File: src/rtl/tmr_pkg.sv
package tmr_pkg;

  typedef enum logic [1:0] {
    ACT_OFF  = 2'b00,
    ACT_TOG  = 2'b01,
    ACT_LOW  = 2'b10,
    ACT_HIGH = 2'b11
  } pin_act_e;

  localparam logic [7:0] A_CNT   = 8'h00;
  localparam logic [7:0] A_PRESC = 8'h01;
  localparam logic [7:0] A_ACT   = 8'h02;
  localparam logic [7:0] A_MMASK = 8'h03;
  localparam logic [7:0] A_MDATA = 8'h04;
  localparam logic [7:0] A_FORCE = 8'h05;
  localparam logic [7:0] A_FLAGS = 8'h06;
  localparam logic [7:0] A_IEN   = 8'h07;
  localparam logic [7:0] A_CMPM  = 8'h08;
  localparam logic [7:0] A_CMP0  = 8'h10;

  localparam int unsigned MAX_DIV = 16;

  // clocks per counter step for each divider code
  function automatic logic [4:0] div_limit(input logic [1:0] code);
    logic [4:0] lim;
    case (code)
      2'd0:    lim = 5'd1;
      2'd1:    lim = 5'd4;
      2'd2:    lim = 5'd8;
      default: lim = 5'd16;
    endcase
    return lim;
  endfunction

endpackage

File: src/rtl/tmr_prescale.sv
module tmr_prescale #(
  parameter int unsigned WIN_CYC = 64
) (
  input  logic       clk,
  input  logic       rst_n,
  input  logic       presc_we,
  input  logic [1:0] presc_wd,
  output logic [1:0] presc_q,
  output logic       tick
);
  import tmr_pkg::*;

  localparam int unsigned PCNT_W = $clog2(MAX_DIV);
  localparam int unsigned WIN_W  = $clog2(WIN_CYC + 1);

  logic [PCNT_W-1:0] pcnt_q, pcnt_n;
  logic [WIN_W-1:0]  win_q, win_n;
  logic              lock_q, lock_n;
  logic [1:0]        presc_n;
  logic [4:0]        lim;
  logic              win_open;

  always_comb begin
    lim      = div_limit(presc_q);
    tick     = ({1'b0, pcnt_q} >= (lim - 5'd1));
    pcnt_n   = tick ? '0 : pcnt_q + 1'b1;
    win_open = (win_q < WIN_W'(WIN_CYC)) && !lock_q;
    win_n    = (win_q < WIN_W'(WIN_CYC)) ? win_q + 1'b1 : win_q;
    presc_n  = presc_q;
    lock_n   = lock_q;
    if (presc_we && win_open) begin
      presc_n = presc_wd;
      lock_n  = 1'b1;
    end
  end

  always_ff @(posedge clk or negedge rst_n) begin
    if (!rst_n) begin
      pcnt_q  <= '0;
      win_q   <= '0;
      lock_q  <= 1'b0;
      presc_q <= 2'd0;
    end else begin
      pcnt_q  <= pcnt_n;
      win_q   <= win_n;
      lock_q  <= lock_n;
      presc_q <= presc_n;
    end
  end

  AST_PRESC_LOCKED: assert property (@(posedge clk) disable iff (!rst_n)
    (lock_q || win_q >= WIN_W'(WIN_CYC)) |=> $stable(presc_q));

  AST_TICK_SPACING: assert property (@(posedge clk) disable iff (!rst_n)
    (tick && presc_q != 2'd0 && $stable(presc_q)) |=> !tick);

endmodule

File: src/rtl/tmr_counter.sv
module tmr_counter #(
  parameter int unsigned CNT_W = 16
) (
  input  logic             clk,
  input  logic             rst_n,
  input  logic             tick,
  output logic [CNT_W-1:0] cnt_q,
  output logic [CNT_W-1:0] cnt_nxt,
  output logic             wrap_ev
);

  logic [CNT_W-1:0] cnt_n;

  always_comb begin
    cnt_nxt = cnt_q + 1'b1;
    wrap_ev = tick && (cnt_q == {CNT_W{1'b1}});
    cnt_n   = tick ? cnt_nxt : cnt_q;
  end

  always_ff @(posedge clk or negedge rst_n) begin
    if (!rst_n) cnt_q <= '0;
    else        cnt_q <= cnt_n;
  end

  AST_CNT_STEP: assert property (@(posedge clk) disable iff (!rst_n)
    tick |=> (cnt_q == CNT_W'($past(cnt_q) + 1'b1)));

  AST_CNT_HOLD: assert property (@(posedge clk) disable iff (!rst_n)
    !tick |=> $stable(cnt_q));

endmodule

File: src/rtl/tmr_cmp_chan.sv
module tmr_cmp_chan #(
  parameter int unsigned CNT_W = 16
) (
  input  logic             clk,
  input  logic             rst_n,
  input  logic             we,
  input  logic [CNT_W-1:0] wd,
  input  logic             tick,
  input  logic [CNT_W-1:0] cnt_nxt,
  output logic [CNT_W-1:0] cmp_q,
  output logic             hit
);

  logic [CNT_W-1:0] cmp_n;

  always_comb begin
    cmp_n = we ? wd : cmp_q;
    // a match is the step onto the stored time, not the dwell on it
    hit   = tick && (cnt_nxt == cmp_q);
  end

  always_ff @(posedge clk or negedge rst_n) begin
    if (!rst_n) cmp_q <= '0;
    else        cmp_q <= cmp_n;
  end

  AST_CMP_HOLD: assert property (@(posedge clk) disable iff (!rst_n)
    !we |=> $stable(cmp_q));

endmodule

File: src/rtl/tmr_pin_ctrl.sv
module tmr_pin_ctrl #(
  parameter int unsigned N_CH = 4
) (
  input  logic              clk,
  input  logic              rst_n,
  input  logic [2*N_CH-1:0] act,
  input  logic [N_CH-1:0]   mmask,
  input  logic [N_CH-1:0]   mdata,
  input  logic              m_fire,
  input  logic [N_CH-1:0]   ch_fire,
  output logic [N_CH-1:0]   pin_q,
  output logic [N_CH-1:0]   pin_oe
);
  import tmr_pkg::*;

  logic [N_CH-1:0] pin_n;

  always_comb begin
    pin_n = pin_q;
    if (m_fire) pin_n = (pin_q & ~mmask) | (mdata & mmask);
    for (int k = 0; k < N_CH; k++) begin
      pin_oe[k] = (pin_act_e'(act[2*k +: 2]) != ACT_OFF) || mmask[k];
      if (ch_fire[k]) begin
        case (pin_act_e'(act[2*k +: 2]))
          ACT_TOG:  pin_n[k] = ~pin_q[k];
          ACT_LOW:  pin_n[k] = 1'b0;
          ACT_HIGH: pin_n[k] = 1'b1;
          default:  pin_n[k] = pin_n[k];
        endcase
      end
    end
  end

  always_ff @(posedge clk or negedge rst_n) begin
    if (!rst_n) pin_q <= '0;
    else        pin_q <= pin_n;
  end

  AST_PIN_QUIET: assert property (@(posedge clk) disable iff (!rst_n)
    (!m_fire && ch_fire == '0) |=> $stable(pin_q));

  for (genvar g = 0; g < N_CH; g++) begin : g_chk
    AST_PIN_HIGH: assert property (@(posedge clk) disable iff (!rst_n)
      (ch_fire[g] && act[2*g +: 2] == 2'b11) |=> pin_q[g]);
    AST_PIN_TOGGLE: assert property (@(posedge clk) disable iff (!rst_n)
      (ch_fire[g] && act[2*g +: 2] == 2'b01) |=> (pin_q[g] != $past(pin_q[g])));
    AST_MASTER_UNSEL: assert property (@(posedge clk) disable iff (!rst_n)
      (m_fire && !mmask[g] && !ch_fire[g]) |=> $stable(pin_q[g]));
  end

endmodule

File: src/rtl/tmr_oc_top.sv
module tmr_oc_top #(
  parameter int unsigned CNT_W   = 16,
  parameter int unsigned N_CH    = 4,
  parameter int unsigned WIN_CYC = 64,
  parameter int unsigned ADDR_W  = 8
) (
  input  logic              clk,
  input  logic              rst_n,
  input  logic              wr_en,
  input  logic [ADDR_W-1:0] wr_addr,
  input  logic [CNT_W-1:0]  wr_data,
  input  logic [ADDR_W-1:0] rd_addr,
  output logic [CNT_W-1:0]  rd_data,
  output logic [N_CH-1:0]   pin_o,
  output logic [N_CH-1:0]   pin_oe,
  output logic              irq
);
  import tmr_pkg::*;

  localparam int unsigned FLG_W = N_CH + 2;
  localparam int unsigned ACT_W = 2 * N_CH;
  localparam int unsigned OVF_B = N_CH + 1;

  // reset synchronizer
  logic rst_meta, rst_i;
  always_ff @(posedge clk or negedge rst_n) begin
    if (!rst_n) begin
      rst_meta <= 1'b0;
      rst_i    <= 1'b0;
    end else begin
      rst_meta <= 1'b1;
      rst_i    <= rst_meta;
    end
  end

  // write decode
  logic            we_presc, we_act, we_mmask, we_mdata, we_force, we_flags, we_ien, we_cmpm;
  logic [N_CH-1:0] we_cmp;

  always_comb begin
    we_presc = wr_en && (wr_addr == ADDR_W'(A_PRESC));
    we_act   = wr_en && (wr_addr == ADDR_W'(A_ACT));
    we_mmask = wr_en && (wr_addr == ADDR_W'(A_MMASK));
    we_mdata = wr_en && (wr_addr == ADDR_W'(A_MDATA));
    we_force = wr_en && (wr_addr == ADDR_W'(A_FORCE));
    we_flags = wr_en && (wr_addr == ADDR_W'(A_FLAGS));
    we_ien   = wr_en && (wr_addr == ADDR_W'(A_IEN));
    we_cmpm  = wr_en && (wr_addr == ADDR_W'(A_CMPM));
    for (int k = 0; k < N_CH; k++)
      we_cmp[k] = wr_en && (wr_addr == ADDR_W'(A_CMP0) + ADDR_W'(k));
  end

  // time base
  logic [1:0]       presc_q;
  logic             tick, wrap_ev;
  logic [CNT_W-1:0] cnt_q, cnt_nxt;

  tmr_prescale #(.WIN_CYC(WIN_CYC)) u_presc (
    .clk(clk), .rst_n(rst_i), .presc_we(we_presc), .presc_wd(wr_data[1:0]),
    .presc_q(presc_q), .tick(tick)
  );

  tmr_counter #(.CNT_W(CNT_W)) u_cnt (
    .clk(clk), .rst_n(rst_i), .tick(tick),
    .cnt_q(cnt_q), .cnt_nxt(cnt_nxt), .wrap_ev(wrap_ev)
  );

  // compare channels
  logic [CNT_W-1:0] cmpm_q;
  logic             m_hit;
  logic [CNT_W-1:0] cmp_q [N_CH];
  logic [N_CH-1:0]  ch_hit;

  tmr_cmp_chan #(.CNT_W(CNT_W)) u_cmp_m (
    .clk(clk), .rst_n(rst_i), .we(we_cmpm), .wd(wr_data), .tick(tick),
    .cnt_nxt(cnt_nxt), .cmp_q(cmpm_q), .hit(m_hit)
  );

  for (genvar g = 0; g < N_CH; g++) begin : g_ch
    tmr_cmp_chan #(.CNT_W(CNT_W)) u_cmp (
      .clk(clk), .rst_n(rst_i), .we(we_cmp[g]), .wd(wr_data), .tick(tick),
      .cnt_nxt(cnt_nxt), .cmp_q(cmp_q[g]), .hit(ch_hit[g])
    );
  end

  // configuration and status registers
  logic [ACT_W-1:0] act_q, act_n;
  logic [N_CH-1:0]  mmask_q, mmask_n, mdata_q, mdata_n;
  logic [FLG_W-1:0] flags_q, flags_n, ien_q, ien_n, set_vec, clr_vec;
  logic [N_CH:0]    frc;

  always_comb begin
    act_n   = we_act   ? wr_data[ACT_W-1:0] : act_q;
    mmask_n = we_mmask ? wr_data[N_CH-1:0]  : mmask_q;
    mdata_n = we_mdata ? wr_data[N_CH-1:0]  : mdata_q;
    ien_n   = we_ien   ? wr_data[FLG_W-1:0] : ien_q;
    frc     = we_force ? wr_data[N_CH:0]    : '0;
    set_vec = {wrap_ev, ch_hit, m_hit};
    clr_vec = we_flags ? wr_data[FLG_W-1:0] : '0;
    flags_n = (flags_q & ~clr_vec) | set_vec;
  end

  always_ff @(posedge clk or negedge rst_i) begin
    if (!rst_i) begin
      act_q   <= '0;
      mmask_q <= '0;
      mdata_q <= '0;
      ien_q   <= '0;
      flags_q <= '0;
    end else begin
      act_q   <= act_n;
      mmask_q <= mmask_n;
      mdata_q <= mdata_n;
      ien_q   <= ien_n;
      flags_q <= flags_n;
    end
  end

  assign irq = |(flags_q & ien_q);

  tmr_pin_ctrl #(.N_CH(N_CH)) u_pins (
    .clk(clk), .rst_n(rst_i), .act(act_q), .mmask(mmask_q), .mdata(mdata_q),
    .m_fire(m_hit || frc[0]), .ch_fire(ch_hit | frc[N_CH:1]),
    .pin_q(pin_o), .pin_oe(pin_oe)
  );

  // read mux
  always_comb begin
    rd_data = '0;
    case (rd_addr)
      ADDR_W'(A_CNT):   rd_data = cnt_q;
      ADDR_W'(A_PRESC): rd_data[1:0] = presc_q;
      ADDR_W'(A_ACT):   rd_data[ACT_W-1:0] = act_q;
      ADDR_W'(A_MMASK): rd_data[N_CH-1:0] = mmask_q;
      ADDR_W'(A_MDATA): rd_data[N_CH-1:0] = mdata_q;
      ADDR_W'(A_FLAGS): rd_data[FLG_W-1:0] = flags_q;
      ADDR_W'(A_IEN):   rd_data[FLG_W-1:0] = ien_q;
      ADDR_W'(A_CMPM):  rd_data = cmpm_q;
      default: begin
        for (int k = 0; k < N_CH; k++)
          if (rd_addr == ADDR_W'(A_CMP0) + ADDR_W'(k)) rd_data = cmp_q[k];
      end
    endcase
  end

  AST_OVF_FLAG: assert property (@(posedge clk) disable iff (!rst_i)
    wrap_ev |=> flags_q[OVF_B]);

  AST_MASTER_FLAG: assert property (@(posedge clk) disable iff (!rst_i)
    m_hit |=> flags_q[0]);

  for (genvar g = 0; g < N_CH; g++) begin : g_fchk
    AST_MATCH_FLAG: assert property (@(posedge clk) disable iff (!rst_i)
      ch_hit[g] |=> flags_q[g+1]);
  end

  AST_FLAG_STICKY: assert property (@(posedge clk) disable iff (!rst_i)
    !we_flags |=> ((flags_q & $past(flags_q)) == $past(flags_q)));

  AST_FORCE_NO_FLAG: assert property (@(posedge clk) disable iff (!rst_i)
    (frc != '0 && set_vec == '0) |=> $stable(flags_q));

endmodule

File: config.mk
export PLATFORM = sky130hd
export DESIGN_NAME = tmr_oc_top
export DESIGN_NICKNAME = d
export VERILOG_FILES = /design/src/rtl/tmr_pkg.sv /design/src/rtl/tmr_prescale.sv /design/src/rtl/tmr_counter.sv /design/src/rtl/tmr_cmp_chan.sv /design/src/rtl/tmr_pin_ctrl.sv /design/src/rtl/tmr_oc_top.sv
export SDC_FILE = /design/constraint.sdc
export NUM_CORES = 1
export LEC_CHECK = 0
export ABC_AREA = 1
export BUFFER_PORTS_ARGS = -buffer_cell sky130_fd_sc_hd__buf_2
export CAP_MARGIN = 20
export CELL_PAD_IN_SITES_DETAIL_PLACEMENT = 0
export CELL_PAD_IN_SITES_GLOBAL_PLACEMENT = 2
export CORE_ASPECT_RATIO = 1.25
export CORE_MARGIN = 4
export CORE_UTILIZATION = 37
export DETAILED_ROUTE_END_ITERATION = 12
export PLACE_DENSITY_LB_ADDON = 0.1
export RECOVER_POWER = 100
export SETUP_SLACK_MARGIN = 0.2
export SLEW_MARGIN = 10
export SYNTH_ARGS = -nofsm -noshare
export SYNTH_HDL_FRONTEND = slang
export SYNTH_SLANG_ARGS = --single-unit
File: constraint.sdc
create_clock -name clk -period 7.4 [get_ports clk]
set_input_delay 0.37 -clock clk [delete_from_list [all_inputs] [get_ports clk]]
set_output_delay 0.37 -clock clk [all_outputs]
set_load 0.01 [all_outputs]
==> impl_results.md <==
- PortBufs: 59
- Pwr dens: 191 nW/um^2
- Antenna Nets Post-Route: 0
- Fillers: 2,453
- Clk slew on worst S/H paths: 0.07 ns
- RSZ-0062 raised after global routing: no
- Total negative slack: 0 ns
- Max-slew headroom: -1.06
- Worst setup SP type: register
- Routability congestion estimate: 0.902
- Synth warn: 0
- Antenna violations before repair: 0
- GRT overflow: 0
- Max clock buf depth: 2
- Wirelength per Cell: 20.6 um
- Synth Cell Area: 8480 um^2
- Worst EP required: 7.26 ns
- Site Rows: 61
- Slowest CP cell: clkbuf_1
- Number of diodes: 0
- Sequential fraction of the synthesis area: 0.425
- Core area: 22,400 um^2
- GRT Total Usage: 0.261
- Worst Skew: 0.0143 ns
- Final hold vios: 0
- CTS buffer count: 17
- Total power: 0.00183 W
- FF+latch count, synth: 144
- First DRT Iteration DRCs: 614
- Endpoints failing setup: 0
- Synth Area per Inst: 6.99 um^2
- Distinct cells, synth: 37
- Share of layout cells above drive strength 1: 0.0647
- Final nets: 1,312
- Drt pass-1 iters: 6
- Root buffer cell: clkbuf_16
- CP arrival: 4.22 ns
- # clock sinks: 144
- Die area: 25,400 um^2
- Synth Instances: 1,213
- Final min period: 4.37 ns
- Most frequent cells in the layout: nand2_1 (426), dfrtp_1 (144), o21ai_0 (141)
- Min-delay worst type: in2async
- Final Max Tran Viols: 341
- Crit path capture type: asynchronous set/reset pin
- Die W: 143 um
- Crit-path cells: clkbuf_1
- Slew @ Worst Pin: 3.09 ns
- DRC viols: 0
- Max stage delay on crit path: 2.25 ns
- Worst setup path category: reg2async
- Area grow syn2layout: 13.0%
- Post-route insts no fill: 1,566
- DP Cell Count: 1,533
- Die height: 177 um
- Worst Hold Slack: 0.240 ns
- CP top delay family: buffers and inverters
- CTS tree: done
- Mapped Nets: 1,255
- Drt total wl: 32.3 mm
- Peak Freq: 229 MHz
- Worst-Skew Late Latency: 0.44 ns
- Crit path buf inv count: 1
- Crit share post-route: 0.590
- Commonest non-fill, non-tap cell in the layout: nand2_1
- IO Pins: 60
- Post-DP HPWL: 24.9 mm
- Via/cell ratio: 5.23
- Leak: 4.50 nW
- Failing checks: capacitance limit, slew limit
- CTS H-tree depth: 4
- Largest net degree at the start of global routing: 56
- Vias after detailed routing: 8,193
- Max VDD drop: 144 uV
- Starting density of the core: 0.378
- Crit path max fanout: 54
- Outcome: complete, but fails checks
- Vias in the first global route: 8,125
- First-pass GRT wire length: 49.2 mm
- Max-capacitance violation count: 9
where the power goes:
part           internal, W  switching [W]
Clock             0.000446       0.000405
Sequential        0.000815      0.0000392
Combinational    0.0000416      0.0000823
Total              0.00130       0.000527
per-stage QoR:
step	area, um^2	util	setup WS [ns]
6_report	9580	0.427	3.03
5_1_grt	9580	0.427	2.26
4_1_cts	9650	0.430	4.20
3_5_place_dp	9070	0.404	4.19
3_3_place_gp	9070	0.404	4.19
2_1_floorplan	8480	-	3.09
flip-flops by register name (all words and copies together), names as in the netlist:
register / count
act_q: 8
flags_q: 6
g_ch.u_cmp.cmp_q: 64
ien_q: 6
mdata_q: 4
mmask_q: 4
rst_i: 1
rst_meta: 1
u_cmp_m.cmp_q: 16
u_cnt.cnt_q: 16
u_pins.pin_q: 4
u_presc.lock_q: 1
u_presc.pcnt_q: 4
u_presc.presc_q: 2
u_presc.win_q: 7
metal layers:
layer  GRT usage  routed length (um)  vias up
li1            -                   -     4048
met2       0.460               16500      215
met3      0.0359                1230       60
met4       0.120                1480        0
met1       0.313               13100     3870
met5           0                   0        -
cell usage after synthesis:
| cell type | number | area share |
|---|---|---|
| a211oi_1 | 2 | 0.0018 |
| a21o_1 | 1 | 0.00089 |
| a21oi_1 | 18 | 0.011 |
| a221oi_1 | 12 | 0.012 |
| a22o_1 | 2 | 0.0021 |
| a22oi_1 | 1 | 0.00089 |
| a32o_1 | 2 | 0.0024 |
| buf_6 | 1 | 0.0013 |
| clkbuf_1 | 29 | 0.013 |
| clkbuf_2 | 1 | 0.00059 |
| clkinv_1 | 2 | 0.00089 |
| conb_1 | 1 | 0.00044 |
| dfrtp_1 | 144 | 0.43 |
| ha_1 | 7 | 0.010 |
| inv_1 | 140 | 0.062 |
| inv_2 | 1 | 0.00044 |
| mux2_2 | 1 | 0.0013 |
| nand2_1 | 425 | 0.19 |
| nand2_2 | 7 | 0.0052 |
| nand3_1 | 86 | 0.051 |
| nand3_2 | 1 | 0.0012 |
| nand3b_1 | 8 | 0.0071 |
| nand4_1 | 19 | 0.014 |
| nor2_1 | 89 | 0.039 |
| nor2_2 | 2 | 0.0015 |
| nor2_4 | 2 | 0.0027 |
| nor3_1 | 7 | 0.0041 |
| o2111ai_1 | 10 | 0.010 |
| o211ai_1 | 6 | 0.0053 |
| o21ai_0 | 141 | 0.083 |
| o21ai_1 | 2 | 0.0012 |
| o21bai_1 | 1 | 0.00089 |
| o22ai_1 | 10 | 0.0074 |
| o31ai_1 | 1 | 0.00089 |
| or2_2 | 5 | 0.0037 |
| xnor2_1 | 8 | 0.0083 |
| xor2_1 | 18 | 0.019 |
layout make-up:
class                           count  area (um^2)  area share
Multi-Input combinational cell    895         4210       0.440
Sequential cell                   144         3600       0.376
Inverter                          143          537      0.0560
Clock buffer                       17          425      0.0444
Tap cell                          283          354      0.0370
Timing Repair Buffer               69          309      0.0323
Clock inverter                     15          140      0.0146
repair_timing:
item,4_1_cts,5_1_grt
resized for setup,0,0
hold buffers,1,0
setup endpoints to repair,0,0
setup buffers,0,0
endpoints found under the hold margin,2,0
kinds of logic after synthesis:
| kind of cell | after synthesis | share of synthesized area |
|---|---|---|
| xor+xnor | 26 | 0.0269 |
| simple gates | 651 | 0.318 |
| mux | 1 | 0.00133 |
| other cells | 1 | 0.000442 |
| buf+inv | 174 | 0.0781 |
| flops | 144 | 0.425 |
| compound gates | 209 | 0.140 |
| fa+ha+maj | 7 | 0.0103 |
final timing paths:
check                           from                      end  slack (ns)  cells past startpoint
min                            rst_n                 rst_meta        0.24                      2
min reg2reg                 rst_meta                    rst_i        0.36                      0
min in group clk         wr_data[14]  g_ch[2].u_cmp.cmp_q[14]        0.27                      3
max                            rst_i  g_ch[2].u_cmp.cmp_q[12]        3.03                      1
max in group clk  u_presc.presc_q[0]          u_pins.pin_q[1]        3.73                     15
max reg2reg                    rst_i  g_ch[2].u_cmp.cmp_q[12]        3.03                      1
No activity file was read; power rests on OpenSTA's default activity.
